File: config.mk
export PLATFORM = sky130hd
export DESIGN_NAME = scr_sync_acq
export DESIGN_NICKNAME = d
export VERILOG_FILES = /design/src/rtl/scr_sync_acq_pkg.sv /design/src/rtl/scr_sync_entry.sv /design/src/rtl/scr_sync_lane.sv /design/src/rtl/scr_sync_flag.sv /design/src/rtl/scr_sync_acq.sv
export SDC_FILE = /design/constraint.sdc
export NUM_CORES = 1
export LEC_CHECK = 0
export BUFFER_PORTS_ARGS = -buffer_cell sky130_fd_sc_hd__buf_4
export CORE_ASPECT_RATIO = 0.75
export CORE_MARGIN = 8
export CORE_UTILIZATION = 62
export CTS_CLUSTER_DIAMETER = 120
export CTS_CLUSTER_SIZE = 25
export DETAILED_ROUTE_END_ITERATION = 6
export PLACE_DENSITY = 0.89
export REMOVE_ABC_BUFFERS = 1
export SYNTH_ARGS = -nofsm -noshare
export SYNTH_HDL_FRONTEND = slang
export SYNTH_SLANG_ARGS = --single-unit
File: constraint.sdc
create_clock -name clk -period 8.1 [get_ports clk]
set_input_delay 0.405 -clock clk [delete_from_list [all_inputs] [get_ports clk]]
set_output_delay 0.405 -clock clk [all_outputs]
set_load 0.005 [all_outputs]
File: src/rtl/scr_sync_acq_pkg.sv
package scr_sync_acq_pkg;

    // acquisition controller states
    typedef enum logic [1:0] {
        ACQ_IDLE   = 2'd0,
        ACQ_TRAIN  = 2'd1,
        ACQ_CHECK  = 2'd2,
        ACQ_LOCKED = 2'd3
    } acq_mode_e;

    // per-bit operation of the shift register
    typedef enum logic [1:0] {
        OP_DESCR = 2'd0,
        OP_SCRAM = 2'd1,
        OP_ONES  = 2'd2
    } lfsr_op_e;

    localparam int DEF_LFSR_LEN  = 23;
    localparam int DEF_TAP_NEAR  = 18;
    localparam int DEF_TRAIN_UPD = 23;
    localparam int DEF_CHECK_UPD = 128;
    localparam int DEF_THR_W     = 8;

    // which register operation a controller state implies
    function automatic lfsr_op_e pick_op(acq_mode_e mode, logic descr_en);
        lfsr_op_e op;
        case (mode)
            ACQ_IDLE:  op = descr_en ? OP_DESCR : OP_SCRAM;
            ACQ_TRAIN: op = OP_DESCR;
            default:   op = OP_ONES;
        endcase
        return op;
    endfunction

    // data bit presented to the feedback sum
    function automatic logic op_data(lfsr_op_e op, logic rx_bit);
        return (op == OP_ONES) ? 1'b1 : rx_bit;
    endfunction

    // bit shifted into the register: received bit for descrambling,
    // generated bit otherwise
    function automatic logic op_shift_in(lfsr_op_e op, logic rx_bit, logic gen_bit);
        return (op == OP_DESCR) ? rx_bit : gen_bit;
    endfunction

endpackage

File: src/rtl/scr_sync_entry.sv
module scr_sync_entry
    import scr_sync_acq_pkg::*;
#(
    parameter int PH_W = 7,
    parameter int AG_W = 8
) (
    input  logic            autolock_en,
    input  acq_mode_e       mode_q,
    input  logic [PH_W-1:0] ph_q,
    input  logic [AG_W-1:0] ag_q,
    output acq_mode_e       mode_s,
    output logic [PH_W-1:0] ph_s,
    output logic [AG_W-1:0] ag_s
);
    // maps the stored state onto the state the lanes start from
    always_comb begin
        mode_s = mode_q;
        ph_s   = ph_q;
        ag_s   = ag_q;
        if (!autolock_en) begin
            mode_s = ACQ_IDLE;
            ph_s   = '0;
            ag_s   = '0;
        end else if (mode_q == ACQ_IDLE) begin
            mode_s = ACQ_TRAIN;
            ph_s   = '0;
            ag_s   = '0;
        end
    end
endmodule

File: src/rtl/scr_sync_lane.sv
module scr_sync_lane
    import scr_sync_acq_pkg::*;
#(
    parameter int LFSR_LEN  = DEF_LFSR_LEN,
    parameter int TAP_NEAR  = DEF_TAP_NEAR,
    parameter int TRAIN_UPD = DEF_TRAIN_UPD,
    parameter int CHECK_UPD = DEF_CHECK_UPD,
    parameter int THR_W     = DEF_THR_W,
    parameter int PH_W      = 7,
    parameter int AG_W      = 8
) (
    input  logic                en,
    input  logic                rx_bit,
    input  logic                descr_en,
    input  logic [THR_W-1:0]    thresh,
    input  logic [LFSR_LEN-1:0] lfsr_i,
    input  acq_mode_e           mode_i,
    input  logic [PH_W-1:0]     ph_i,
    input  logic [AG_W-1:0]     ag_i,
    output logic [LFSR_LEN-1:0] lfsr_o,
    output acq_mode_e           mode_o,
    output logic [PH_W-1:0]     ph_o,
    output logic [AG_W-1:0]     ag_o,
    output logic                gen_bit,
    output logic                lock_evt
);
    localparam int CMP_W = (THR_W > AG_W) ? THR_W : AG_W;

    lfsr_op_e        op;
    logic            tap_x;
    logic            shin;
    logic [AG_W-1:0] ag_nx;

    always_comb begin
        op       = pick_op(mode_i, descr_en);
        tap_x    = lfsr_i[TAP_NEAR-1] ^ lfsr_i[LFSR_LEN-1];
        lfsr_o   = lfsr_i;
        mode_o   = mode_i;
        ph_o     = ph_i;
        ag_o     = ag_i;
        gen_bit  = 1'b0;
        lock_evt = 1'b0;
        shin     = 1'b0;
        ag_nx    = ag_i;
        if (en) begin
            gen_bit = op_data(op, rx_bit) ^ tap_x;
            shin    = op_shift_in(op, rx_bit, gen_bit);
            lfsr_o  = {lfsr_i[LFSR_LEN-2:0], shin};
            case (mode_i)
                ACQ_TRAIN: begin
                    if (ph_i == PH_W'(TRAIN_UPD - 1)) begin
                        mode_o = ACQ_CHECK;
                        ph_o   = '0;
                        ag_o   = '0;
                    end else begin
                        ph_o = ph_i + 1'b1;
                    end
                end
                ACQ_CHECK: begin
                    ag_nx = ag_i + AG_W'(gen_bit == rx_bit);
                    if (CMP_W'(ag_nx) > CMP_W'(thresh)) begin
                        mode_o   = ACQ_LOCKED;
                        ag_o     = ag_nx;
                        lock_evt = 1'b1;
                    end else if (ph_i == PH_W'(CHECK_UPD - 1)) begin
                        mode_o = ACQ_TRAIN;
                        ph_o   = '0;
                        ag_o   = '0;
                    end else begin
                        ph_o = ph_i + 1'b1;
                        ag_o = ag_nx;
                    end
                end
                default: ;
            endcase
        end
    end
endmodule

File: src/rtl/scr_sync_flag.sv
module scr_sync_flag (
    input  logic clk,
    input  logic rst,
    input  logic set_evt,
    input  logic clr_req,
    output logic flag
);
    always_ff @(posedge clk) begin
        if (rst)          flag <= 1'b0;
        else if (set_evt) flag <= 1'b1;
        else if (clr_req) flag <= 1'b0;
    end
endmodule

File: src/rtl/scr_sync_acq.sv
module scr_sync_acq
    import scr_sync_acq_pkg::*;
#(
    parameter int LFSR_LEN  = DEF_LFSR_LEN,
    parameter int TAP_NEAR  = DEF_TAP_NEAR,
    parameter int TRAIN_UPD = DEF_TRAIN_UPD,
    parameter int CHECK_UPD = DEF_CHECK_UPD,
    parameter int THR_W     = DEF_THR_W
) (
    input  logic             clk,
    input  logic             rst,
    input  logic             dec_valid,
    input  logic             dec_sign,
    input  logic             dec_mag,
    input  logic             descr_en,
    input  logic             autolock_en,
    input  logic             two_level,
    input  logic [THR_W-1:0] sync_thresh,
    input  logic             sync_clr,
    output logic             scr_valid,
    output logic             scr_sign,
    output logic             scr_mag,
    output logic             sync_flag
);
    localparam int NUM_LANES = 2;
    localparam int PH_MAX    = (TRAIN_UPD > CHECK_UPD) ? TRAIN_UPD : CHECK_UPD;
    localparam int PH_W      = $clog2(PH_MAX);
    localparam int AG_W      = $clog2(CHECK_UPD + 1);

    logic [LFSR_LEN-1:0] lfsr_q;
    acq_mode_e           mode_q;
    logic [PH_W-1:0]     ph_q;
    logic [AG_W-1:0]     ag_q;

    acq_mode_e           mode_s;
    logic [PH_W-1:0]     ph_s;
    logic [AG_W-1:0]     ag_s;

    logic [LFSR_LEN-1:0] lfsr_c [0:NUM_LANES];
    acq_mode_e           mode_c [0:NUM_LANES];
    logic [PH_W-1:0]     ph_c   [0:NUM_LANES];
    logic [AG_W-1:0]     ag_c   [0:NUM_LANES];

    logic [NUM_LANES-1:0] rx_v;
    logic [NUM_LANES-1:0] en_v;
    logic [NUM_LANES-1:0] gen_v;
    logic [NUM_LANES-1:0] lock_v;
    logic                 lock_any;

    scr_sync_entry #(
        .PH_W (PH_W),
        .AG_W (AG_W)
    ) u_entry (
        .autolock_en (autolock_en),
        .mode_q      (mode_q),
        .ph_q        (ph_q),
        .ag_q        (ag_q),
        .mode_s      (mode_s),
        .ph_s        (ph_s),
        .ag_s        (ag_s)
    );

    // lane 0 handles the sign bit, lane 1 the magnitude bit; lane 1 is
    // idle in two-level mode, which also forces its output bit to zero
    assign rx_v = {dec_mag, dec_sign};
    assign en_v = {dec_valid & ~two_level, dec_valid};

    assign lfsr_c[0] = lfsr_q;
    assign mode_c[0] = mode_s;
    assign ph_c[0]   = ph_s;
    assign ag_c[0]   = ag_s;

    for (genvar gi = 0; gi < NUM_LANES; gi++) begin : g_lane
        scr_sync_lane #(
            .LFSR_LEN  (LFSR_LEN),
            .TAP_NEAR  (TAP_NEAR),
            .TRAIN_UPD (TRAIN_UPD),
            .CHECK_UPD (CHECK_UPD),
            .THR_W     (THR_W),
            .PH_W      (PH_W),
            .AG_W      (AG_W)
        ) u_lane (
            .en       (en_v[gi]),
            .rx_bit   (rx_v[gi]),
            .descr_en (descr_en),
            .thresh   (sync_thresh),
            .lfsr_i   (lfsr_c[gi]),
            .mode_i   (mode_c[gi]),
            .ph_i     (ph_c[gi]),
            .ag_i     (ag_c[gi]),
            .lfsr_o   (lfsr_c[gi+1]),
            .mode_o   (mode_c[gi+1]),
            .ph_o     (ph_c[gi+1]),
            .ag_o     (ag_c[gi+1]),
            .gen_bit  (gen_v[gi]),
            .lock_evt (lock_v[gi])
        );
    end

    assign lock_any = |lock_v;

    always_ff @(posedge clk) begin
        if (rst) begin
            lfsr_q    <= '0;
            mode_q    <= ACQ_IDLE;
            ph_q      <= '0;
            ag_q      <= '0;
            scr_valid <= 1'b0;
            scr_sign  <= 1'b0;
            scr_mag   <= 1'b0;
        end else begin
            lfsr_q    <= lfsr_c[NUM_LANES];
            mode_q    <= mode_c[NUM_LANES];
            ph_q      <= ph_c[NUM_LANES];
            ag_q      <= ag_c[NUM_LANES];
            scr_valid <= dec_valid;
            if (dec_valid) begin
                scr_sign <= gen_v[0];
                scr_mag  <= gen_v[1];
            end
        end
    end

    scr_sync_flag u_flag (
        .clk     (clk),
        .rst     (rst),
        .set_evt (lock_any),
        .clr_req (sync_clr),
        .flag    (sync_flag)
    );
endmodule

# Word-level counts from Yosys, hierarchy flattened
# Cells that the tools add are included.
[word_totals] register_bits=44 input_bits=17 output_inout_bits=4 wordCells=93
[op_classes] add_sub_neg=4 magnitude_cmp=2 eq_ne=12 muxes=54 n_bitwise=6 n_reduce_logical=7
[ops] operator="$mux W8" n=10
[ops] operator="$mux W7" n=10
[ops] operator="$mux W23" n=2
[ops] operator="$pmux W8 S2" n=2
[ops] operator="$pmux W7 S2" n=2
[ops] operator="$mux W2" n=10
[ops] operator="$add A8 B1 Y8" n=2
[ops] operator="$gt A8 B8 Y1" n=2
[ops] operator="$pmux W2 S2" n=4
[ops] operator="$add A7 B1 Y7 const B" n=2
[ops] operator="$eq A7 B5 Y1 const B" n=2
[ops] operator="$eq A7 B7 Y1 const B" n=2
[ops] operator="$mux W1" n=14
[ops] operator="$logic_not A2 Y1" n=5
[ops] operator="$eq A2 B2 Y1 const B" n=4
[ops] operator="$eq A2 B1 Y1 const B" n=2
[ops] operator="$xor A1 B1 Y1" n=4
[ops] operator="$eq A1 B1 Y1" n=2
[ops] operator="$reduce_bool A2 Y1" n=1
[ops] operator="$reduce_or A2 Y1" n=1
[ops] operator="$and A1 B1 Y1" n=1
[ops] operator="$not A1 Y1" n=1

# Longest topological paths before layout
# Gate-level depths: netlist of the first run.
[logic_depth] word_depth=27 mapped_depth=39 ltp_nobuf=38

# By module
# From an unflattened synthesis of the first run, not the netlist that was laid out.
[hier_totals] hier_cells=470 hier_area_um2=3943.8
[by_module_without_submodules] module="scr_sync_lane (g_lane[0].u_lane)" instances=1 cells_per_inst=178 area_each_um2=1298.7 seq_area_each_um2=0.0
[by_module_without_submodules] module="scr_sync_lane (g_lane[1].u_lane)" instances=1 cells_per_inst=173 area_each_um2=1286.2 seq_area_each_um2=0.0
[by_module_without_submodules] module="scr_sync_acq" instances=1 cells_per_inst=94 area_each_um2=1177.4 seq_area_each_um2=860.8
[by_module_without_submodules] module="scr_sync_entry" instances=1 cells_per_inst=21 area_each_um2=142.6 seq_area_each_um2=0.0
[by_module_without_submodules] module="scr_sync_flag" instances=1 cells_per_inst=4 area_each_um2=38.8 seq_area_each_um2=20.0

# Worst setup path after synthesis of the first run
# Ideal clock, no wire load.
[synth_path] path_type="flip-flop to flip-flop" from="register mode_q[1]" to="register ag_q[6]" setup_ps=117 arrival_ps=7155 t_required_ps=7983 path_slack_ps=828 stages_incl_launch_ff=39 n_path_buf=1 synth_period_minus_slack_ps=7272 cell_sequence="dfxtp_1 -> inv_1 -> o21ai_0 -> inv_1 -> ha_1 -> clkbuf_1 -> nor3_1 -> xnor2_1 -> ha_1 -> nand3_1 -> nor3_1 -> nand3_1 -> xor2_1 -> nor2_1 -> ha_1 -> and4_4 -> and2_4 -> a21bo_2 -> [3 not listed] -> inv_1 -> ha_1 -> nor2_1 -> nor2_1 -> xnor2_1 -> mux2_2 -> ha_1 -> ha_1 -> o211ai_1 -> nor3b_1 -> xnor2_1 -> ha_1 -> a21o_1 -> a21oi_1 -> a32oi_1 -> o41a_4 -> and3_4 -> a22o_1"
[synth_via] elab_chain_len=25 word_cells_on_any_way=52 classes_between="add/sub: 3; order compare: 2; eq/ne: 12; mux: 30; bitwise: 2; reduce/logical: 3"
[synth_rtl] item="start: declaration" line_no="scr_sync_acq.sv:31" source="acq_mode_e mode_q;"
[synth_rtl] item="start signal: assignment" line_no="scr_sync_acq.sv:113" source="mode_q <= mode_c[NUM_LANES];"
[synth_rtl] item="$logic_not A2 Y1" line_no="scr_sync_entry.sv:24" source="end else if (mode_q == ACQ_IDLE) begin"
[synth_rtl] item="$mux W2" line_no="scr_sync_entry.sv:24"
[synth_rtl] item="$mux W2" line_no="scr_sync_entry.sv:20" source="if (!autolock_en) begin"
[synth_rtl] item="$eq A2 B1 Y1 / $logic_not A2 Y1 (equally long branches)" line_no="scr_sync_acq_pkg.sv:27, scr_sync_lane.sv:49"
[synth_rtl] item="$pmux W2 S2" line_no="scr_sync_acq_pkg.sv:27" source="case (mode)"
[synth_rtl] item="$eq A2 B2 Y1" line_no="scr_sync_acq_pkg.sv:37" source="return (op == OP_ONES) ? 1'b1 : rx_bit;"
[synth_rtl] item="$mux W1" line_no="scr_sync_acq_pkg.sv:37"
[synth_rtl] item="$xor A1 B1 Y1" line_no="scr_sync_lane.sv:46" source="gen_bit = op_data(op, rx_bit) ^ tap_x;"
[synth_rtl] item="[9 not listed]"
[synth_rtl] item="$mux W1" line_no="scr_sync_acq_pkg.sv:37"
[synth_rtl] item="$xor A1 B1 Y1" line_no="scr_sync_lane.sv:46"
[synth_rtl] item="$eq A1 B1 Y1" line_no="scr_sync_lane.sv:60" source="ag_nx = ag_i + AG_W'(gen_bit == rx_bit);"
[synth_rtl] item="$add A8 B1 Y8" line_no="scr_sync_lane.sv:60"
[synth_rtl] item="$gt A8 B8 Y1 / $mux W8 (equally long branches)" line_no="scr_sync_lane.sv:61, scr_sync_lane.sv:65"
[synth_rtl] item="$mux W8" line_no="scr_sync_lane.sv:61" source="if (CMP_W'(ag_nx) > CMP_W'(thresh)) begin"
[synth_rtl] item="$pmux W8 S2" line_no="scr_sync_lane.sv:49" source="case (mode_i)"
[synth_rtl] item="$mux W8 (*)" line_no="scr_sync_lane.sv:45" source="if (en) begin"
[synth_rtl] item="end signal: assignment" line_no="scr_sync_acq.sv:115" source="ag_q <= ag_c[NUM_LANES];"
[synth_rtl] item="end: declaration" line_no="scr_sync_acq.sv:33" source="logic [AG_W-1:0] ag_q;"
# Mark *: on every way between the ends. The rest lies on a longest branch, timed or not.
# A chain may end at the register's enable or synchronous reset.

# Worst setup path in the final report of the first run
# Ends and elaborated chain as after synthesis.

==> results of run 1 <==
-- Yosys cell counts, drive strengths merged, types with 2 or more instances --
library cell / number / area (sq um)
o32a: 2 / 33.8
o22ai: 2 / 12.5
and2: 8 / 53.8
nor3: 17 / 85.1
a21boi: 2 / 18.8
nor4: 3 / 18.8
nand2: 39 / 149
buf: 5 / 26.3
ha: 30 / 375
inv: 25 / 93.8
o21ba: 2 / 20.0
a221o: 2 / 20.0
o31a: 3 / 27.5
nand2b: 4 / 25.0
a211oi: 23 / 173
or2: 3 / 18.8
a32oi: 3 / 26.3
nand4: 3 / 25.0
xor2: 4 / 35.0
a21oi: 32 / 160
a311o: 2 / 20.0
o21bai: 2 / 15.0
and3: 8 / 55.1
nor3b: 2 / 15.0
a41oi: 2 / 25.0
o211ai: 13 / 108
nor2: 57 / 214
o21a: 4 / 30.0
clkbuf: 18 / 67.6
or3: 4 / 30.0
mux2i: 23 / 230
and4: 3 / 28.8
xnor2: 14 / 123
nor2b: 7 / 43.8
a31oi: 6 / 37.5
o31ai: 3 / 22.5
o311ai: 5 / 43.8
dfxtp: 44 / 881
a2bb2oi: 2 / 17.5
a22o: 4 / 35.0
nand3: 20 / 105
o21ai: 26 / 130
a21o: 5 / 37.5
-- area by class of cell --
| class | count | area share (%) |
|---|---|---|
| multi-input cells | 409 | 66.6 |
| clock inverters | 2 | 0.901 |
| flip-flops and latches | 44 | 20.5 |
| clock buffers | 6 | 1.92 |
| repair buffers | 32 | 5.58 |
| inverters | 25 | 2.18 |
| well taps | 81 | 2.35 |
-- metrics by stage --
step	setup slack (ns)	TNS, ns	instance area, sq um	utilization [%]
2_1_floorplan	0.877	0	3780	-
3_3_place_gp	0.470	0	4050	65.7
3_5_place_dp	0.0260	0	4050	65.7
4_1_cts	0.0236	0	4180	67.8
5_1_grt	-0.0893	-0.497	4300	69.8
6_report	0.346	0	4300	69.8
-- registers in the layout, summed over array words and instances (netlist names) --
name and flops:
scr_mag 1, mode_q 2, ag_q 8, scr_sign 1, u_flag.flag 1, lfsr_q 23
scr_valid 1, ph_q 7
-- power breakdown --
group	internal, mW	leakage, nW	switching, mW	total [mW]
clock network	0.101	0.0614	0.0773	0.178
logic	0.0384	1.29	0.0551	0.0935
registers	0.226	0.360	0.00760	0.233
-- path summary, 6_finish.rpt --
path              from          end
max          mode_q[1]      ag_q[6]
min           sync_clr  u_flag.flag
max reg2reg  mode_q[1]      ag_q[6]
min reg2reg   scr_sign     scr_sign
-- placed cells by master, fill, tap and decap left out, drive strengths merged, types with 8 or more instances in the layout --
master and instances:
nor2 57, dfxtp 44, nand2 39, buf 32
a21oi 32, ha 30, o21ai 26, inv 25
mux2i 23, a211oi 23, nand3 20, nor3 17
xnor2 14, o211ai 13, and3 8, and2 8
-- worst min-delay path, stage by stage --
cell	delay, ns
buf_4	0.08
nor2b_1	0.03
a21oi_1	0.11
nor2_1	0.04
-- per-layer routing --
| layer | wire length, microns | part of all wire (%) |
|---|---|---|
| met1 | 4630 | 42 |
| met3 | 1320 | 12 |
| met4 | 287 | 2.6 |
| met2 | 4860 | 44 |
| met5 | 0 | 0 |
-- logic make-up after synthesis --
group	count (synthesis)	synth area share (%)
fa+ha+maj	30	9.70
compound gates	152	28.2
mux	24	6.24
buf+inv	48	4.85
xor+xnor	18	4.07
simple gates	185	24.2
flops	44	22.8
-- timing repair --
| action | 4_1_cts | 5_1_grt |
|---|---|---|
| gates resized for setup | 1 | 15 |
| pin swaps | 0 | 4 |
| buffers inserted | 0 | 9 |
| setup endpoints to repair | 7 | 18 |
==> Implementation_results.wiki, run 1 <==
{| class="wikitable"
! Metric !! Value
|-
| Die outline height || 84.4 microns
|-
| Met2 routing resource usage after global routing || 36.6%
|-
| Cell type of the slowest stage on the worst timing path || o41a_4
|-
| Routability congestion estimate from global placement || between 0.9 and 1
|-
| Fraction of met3 tracks used by global routing || 5.28%
|-
| Sum of routed wire length over all layers || between 10 and 15 mm
|-
| Grt met1 use || about a third
|-
| Total Power Consumption || slightly above 0.5 mW
|-
| Count of unique library cells instantiated by Yosys || 73
|-
| Power Dens Cells || 117 nW/um^2
|-
| #FFs+latches synth || 44
|-
| HPWL after detailed placement || 7.85 mm
|-
| Family of cells with the greatest summed delay on the critical path || compound AO/OA/AOI/OAI gates
|-
| Starting DRT DRC Count || just over 500
|-
| Layout Cells excl Fill || 599
|-
| Chip Width || 107 microns
|-
| Area of the core || about 6200 sq um
|-
| Worst reg-to-reg setup slack || 0.35 ns
|-
| Fraction of layout instances using a drive strength above 1 || 14.9%
|-
| Share of async-settable or async-resettable flops after synthesis || 0%
|-
| Measured slew at the worst slew-check pin || 0.898 ns
|-
| Maximum ir drop on the vdd rail || 0.122 mV
|-
| Initial antenna violation count || 0
|-
| Clk_skew || about 0.0078 ns
|-
| Detailed-routing iteration count for the pre-antenna-repair pass || 6
|-
| Leakage power || 1.71 nW
|-
| GR peak layer || met2
|-
| Worst-skew pair later-pin latency || ~0.3 ns
|-
| Ant diodes || 0
|-
| Number of input and output port buffers inserted || 20
|-
| Global-route wire length before repair || 18.0 mm
|-
| Fin nets || 564
|-
| Clock tree from TritonCTS || done
|-
| Remaining number of nets flagged by the antenna check after routing || 0
|-
| Routed wire length per instance || 18.5 microns
|-
| Maxcap violations || 0
|-
| CP Capture Type || register
|-
| Area of the mapped netlist || a little under 4000 sq um
|-
| Worst-case clock buffer depth || 2
|-
| Pins Over Slew Limit || 0
|-
| Largest net degree at the start of global routing || around 60
|-
| Hold/Removal Path Class || in2reg
|-
| Critical Path AT || 7.95 ns
|-
| Total area of multi-input combinational cells || between 2000 and 3000 sq um
|-
| DIE AREA || 9050 sq um
|-
| Storage element area || roughly 900 sq um
|-
| Average via count per standard cell || slightly below 7
|-
| Via count || 4092
|-
| Worst Reg-to-Reg Cells || 37
|-
| Post-synth EDFFs || 0
|-
| Final Setup Violations || 0
|-
| Outcome || completed
|-
| Most frequent CP cell || ha_1
|-
| Time the final worst path needs with I/O delays and setup || 7.75 ns
|-
| Total Routing Usage GR || 23.9%
|-
| Synthesis warning total || 0
|-
| Via count of the first global-routing pass || about 3.7k
|-
| Minimum hold slack || between 0.4 and 0.5 ns
|-
| Area delta synth->final || 11.2%
|-
| Fraction of the yosys area taken by sequential cells || approximately 23%
|-
| Hold violation count in the final report || 0
|-
| Overflow left after global routing || 0
|-
| Number of buffers added to fix hold violations after cts || 0
|-
| Average cell area after synthesis || just under 8 sq um
|-
| Effective utilization at floorplan || between 60% and 70%
|-
| Reg clk slew, reported paths || 0.09 ns
|-
| Worst path depth || 37
|-
| Number of cell rows || 25
|-
| Delay of the slowest cell on the worst path || 0.58 ns
|-
| Slew HR || 40.0%
|-
| Synthesized instance count || around 500
|-
| CTS H-tree lvls || 2
|-
| Maximum clock frequency || 129 MHz
|-
| Hold Crit Depth || 4
|-
| Detailed-route DRC error count || 0
|-
| Placed cell count || 582
|-
| CP Data Required Time || 8.30 ns
|-
| Cell at the root of the clock tree || clkbuf_8
|-
| Crit path kind || reg2reg
|-
| CTS buffer count || 5
|-
| Highest net fanout along the worst path || 8
|-
| Clock sink count || 44
|-
| Kind of start point of the critical path || register
|-
| Final period utilization || a little over nine tenths
|-
| I/O pins || 21
|-
| Number of buffer and inverter instances along the worst setup path || 3
|-
| Dominant register cell in the synthesized netlist || dfxtp_1
|-
| Number of fill cells || 481
|}
(Power assumes the default switching activity.)
==> inputs of run 2 (changes only) <==
- SYNTH_HIERARCHICAL: default -> 1
==> run 2 against run 1 <==
- clock skew about the same
- synthesized cell count decreased by 6.2%
- first-iteration DRC count decreased by 39%
- setup slack improved by 0.14 ns
- cell count decreased by 6.3%
- critical endpoint is now ph_q[6]
==> Implementation_results.wiki, run 2 <==
{| class="wikitable"
! Metric !! Value
|-
| Slew HR || 33.7% (-6.3 points)
|-
| Worst-skew pair later-pin latency || 0.30 ns (about the same)
|-
| Worst Reg-to-Reg Cells || 35 (-5.4%)
|-
| Synthesis warning total || 6 (+6)
|-
| CTS buffer count || 5 (unchanged)
|-
| Ant diodes || 0 (unchanged)
|-
| Worst path depth || 35 (-5.4%)
|-
| Worst-case clock buffer depth || 2 (unchanged)
|-
| Overflow left after global routing || 0 (unchanged)
|-
| CTS H-tree lvls || 2 (unchanged)
|-
| Total placed instance area || 4100 sq um (+1.2%)
|-
| Detailed-routing iteration count for the pre-antenna-repair pass || 5 (-1)
|-
| Number of cell rows || 25 (unchanged)
|-
| DIE AREA || 9200 sq um (+1.6%)
|-
| Total Power Consumption || 0.452 mW (-10%)
|-
| Detailed-route DRC error count || 0 (unchanged)
|-
| Number of input and output port buffers inserted || 20 (unchanged)
|-
| Hold violation count in the final report || 0 (unchanged)
|-
| Via count of the first global-routing pass || 3231 (-13%)
|-
| Number of buffer and inverter instances along the worst setup path || 3 (unchanged)
|-
| Routability congestion estimate from global placement || 0.915 (-4.8%)
|-
| Fraction of the yosys area taken by sequential cells || 22.3% (-0.42 points)
|-
| Time the final worst path needs with I/O delays and setup || 7.62 ns (-0.136 ns)
|-
| Sum of routed wire length over all layers || 9.45 mm (-15%)
|-
| Dominant register cell in the synthesized netlist || dfxtp_1
|-
| Average cell area after synthesis || 8.39 sq um (+8.6%)
|-
| Clk_skew || 0.00824 ns (+0.000440 ns)
|-
| Routed wire length per instance || 16.8 microns (-9.1%)
|-
| Total Routing Usage GR || 20.3% (-3.6 points)
|-
| Initial antenna violation count || 0 (unchanged)
|-
| Minimum hold slack || 0.378 ns (-0.0293 ns)
|-
| Global-route wire length before repair || 15.5 mm (-14%)
|-
| Clock sink count || 44 (unchanged)
|-
| HPWL after detailed placement || 6.88 mm (-12%)
|-
| Measured slew at the worst slew-check pin || 0.979 ns (+0.0811 ns)
|-
| Placed cell count || 553 (-5.0%)
|-
| Leading area contributor after synthesis || dfxtp_1
|-
| Crit path kind || reg2reg
|-
| Fraction of layout instances using a drive strength above 1 || 24.0% (+9.1 points)
|-
| Leakage power || 1.83 nW (+7.2%)
|-
| Pins Over Slew Limit || 0 (unchanged)
|-
| Area of the core || 6220 sq um (+1.0%)
|-
| Leading registers by flop count || lfsr_q (23), ag_q (8), ph_q (7)
|-
| Starting DRT DRC Count || 313 (-39%)
|-
| Largest register by flop count || lfsr_q
|-
| Highest net fanout along the worst path || 12 (+4)
|-
| Clock tree from TritonCTS || done
|-
| Commonest cells after routing, fill and taps aside || 47 x nor2b_1, 44 x dfxtp_1, 44 x mux2_2
|-
| Final period utilization || 94.1% (-1.7 points)
|-
| Count of unique library cells instantiated by Yosys || 63 (-14%)
|-
| Final Setup Violations || 0 (unchanged)
|-
| Largest cells by area after synthesis || dfxtp_1 22%, mux2_2 13%, ha_1 9.5%
|-
| Delay of the slowest cell on the worst path || 0.38 ns (-0.20 ns)
|-
| Most frequent CP cell || ha_1
|-
| Cell at the root of the clock tree || clkbuf_8
|-
| Family of cells with the greatest summed delay on the critical path || simple AND/OR/NAND/NOR gates
|-
| CP Data Required Time || 8.34 ns (+0.04 ns)
|-
| I/O pins || 21 (unchanged)
|-
| Number of buffers added to fix hold violations after cts || 0 (unchanged)
|-
| Fin nets || 526 (-6.7%)
|-
| Kind of start point of the critical path || register
|-
| Most common library cell in the layout ignoring fill and taps || nor2b_1
|-
| Via count || 3484 (-15%)
|-
| Maximum ir drop on the vdd rail || 0.103 mV (-15%)
|-
| Hold/Removal Path Class || in2reg
|-
| Critical Path AT || 7.86 ns (-0.09 ns)
|-
| Top cell types by occurrence after synthesis || 48 x nor2b_1, 44 x dfxtp_1, 44 x mux2_2, 33 x inv_1, 30 x ha_1
|-
| Area of the mapped netlist || 3940 sq um (+1.9%)
|-
| Outcome || completed
|-
| Effective utilization at floorplan || 63.4% (+0.53 points)
|-
| Hold Crit Depth || 3 (-1)
|-
| Max FFs per register || 23 (unchanged)
|-
| Chip Width || 108 microns (+0.80%)
|-
| Power Dens Cells || 106 nW/um^2 (-9.2%)
|-
| Setup TNS || 0 ns (unchanged)
|-
| Maximum clock frequency || 131 MHz (+1.8%)
|-
| Area delta synth->final || 7.68%
|-
| Die outline height || 85.1 microns (+0.76%)
|-
| Share of async-settable or async-resettable flops after synthesis || 0% (unchanged)
|-
| CP Capture Type || register
|-
| Reg clk slew, reported paths || 0.09 ns (about the same)
|-
| Largest net degree at the start of global routing || 45 (-24%)
|-
| Final cell utilization of the core || 68.2% (-1.6 points)
|-
| Maxcap violations || 0 (unchanged)
|-
| Cell type of the slowest stage on the worst timing path || a2111oi_4
|-
| Post-route worst setup slack || 0.482 ns (+0.136 ns)
|-
| Average via count per standard cell || 6.21 (-9.1%)
|-
| Post-synth EDFFs || 0 (unchanged)
|-
| Pre-CTS WS || 0.181 ns (+0.155 ns)
|-
| #FFs+latches synth || 44 (unchanged)
|-
| Proportion of netlist area held by the largest area contributor || 22.3% (-0.42 points)
|-
| Synthesized instance count || 470 (-6.2%)
|-
| Layout Cell Area excl Fill || 4250 sq um (-1.3%)
|-
| Most frequently used cell type in the post-synthesis netlist || nor2b_1
|-
| Remaining number of nets flagged by the antenna check after routing || 0 (unchanged)
|-
| RSZ-0062 raised after global routing || no
|-
| Layout Cells excl Fill || 561 (-6.3%)
|}
==> run 2: changes by cell type after synthesis, sizes merged, moves of 11 or more <==
cell    change
nor3       -12
nor2       -38
and3       +18
o21ai      -12
mux2       +43
clkbuf     -11
a211oi     -18
nor2b      +41
mux2i      -16
==> run 2: final timing paths <==
path,from,endpoint,slack [ns]
worst max-delay path,mode_q[0],ph_q[6],0.48
worst min-delay path,sync_clr,u_flag/flag,0.38
worst max register to register,mode_q[0],ph_q[6],0.48
worst min register to register,u_flag/flag,u_flag/flag,0.50
==> run 2: layout make-up <==
type | count | area [sq um]
clock buffer | 5 | 68.8
fill | 466 | 1980
sequential | 44 | 881
tap | 81 | 101
inverter | 33 | 124
timing repair buffer | 24 | 180
clock inverter | 3 | 47.5
multi-input combinational | 371 | 2840
==> run 2: per-layer routing <==
layer | wire, microns | vias to the layer above | track usage [%]
li1 | - | 1690 | -
met1 | 4340 | 1618 | 28.1
met2 | 4280 | 160 | 31.5
met3 | 738 | 16 | 4.09
met4 | 94 | 0 | 4.15
met5 | 0 | - | 0
==> run 2: power breakdown <==
part | switching (mW) | internal (mW) | total (mW)
registers | 0.00111 | 0.219 | 0.220
logic | 0.0340 | 0.0241 | 0.0581
clock network | 0.0814 | 0.0930 | 0.174
total | 0.117 | 0.336 | 0.452
==> run 2: timing repair <==
action | CTS | global route
gates resized for setup | 0 | 8
setup endpoints to repair | 0 | 18
buffers inserted | 0 | 0
==> run 2: cell families after synthesis <==
kind of cell               share of synthesized area [%]
buffers and inverters                               6.35
and+or+nand+nor                                     25.8
muxes                                               14.3
DFF                                                 22.3
xor gates and xnor gates                            3.55
AOI/OAI and AO/OA                                   18.1
adders and majority gates                           9.52
==> run 2: worst reg2reg max path, delay by kind of cell, from the launching register on <==
kind                       cells  cell delay, ns
AOI/OAI and AO/OA              7            1.56
buffers and inverters          3            0.30
and+or+nand+nor               16            3.12
DFF                            1            0.36
adders and majority gates      6            1.64
xor gates and xnor gates       3            0.62
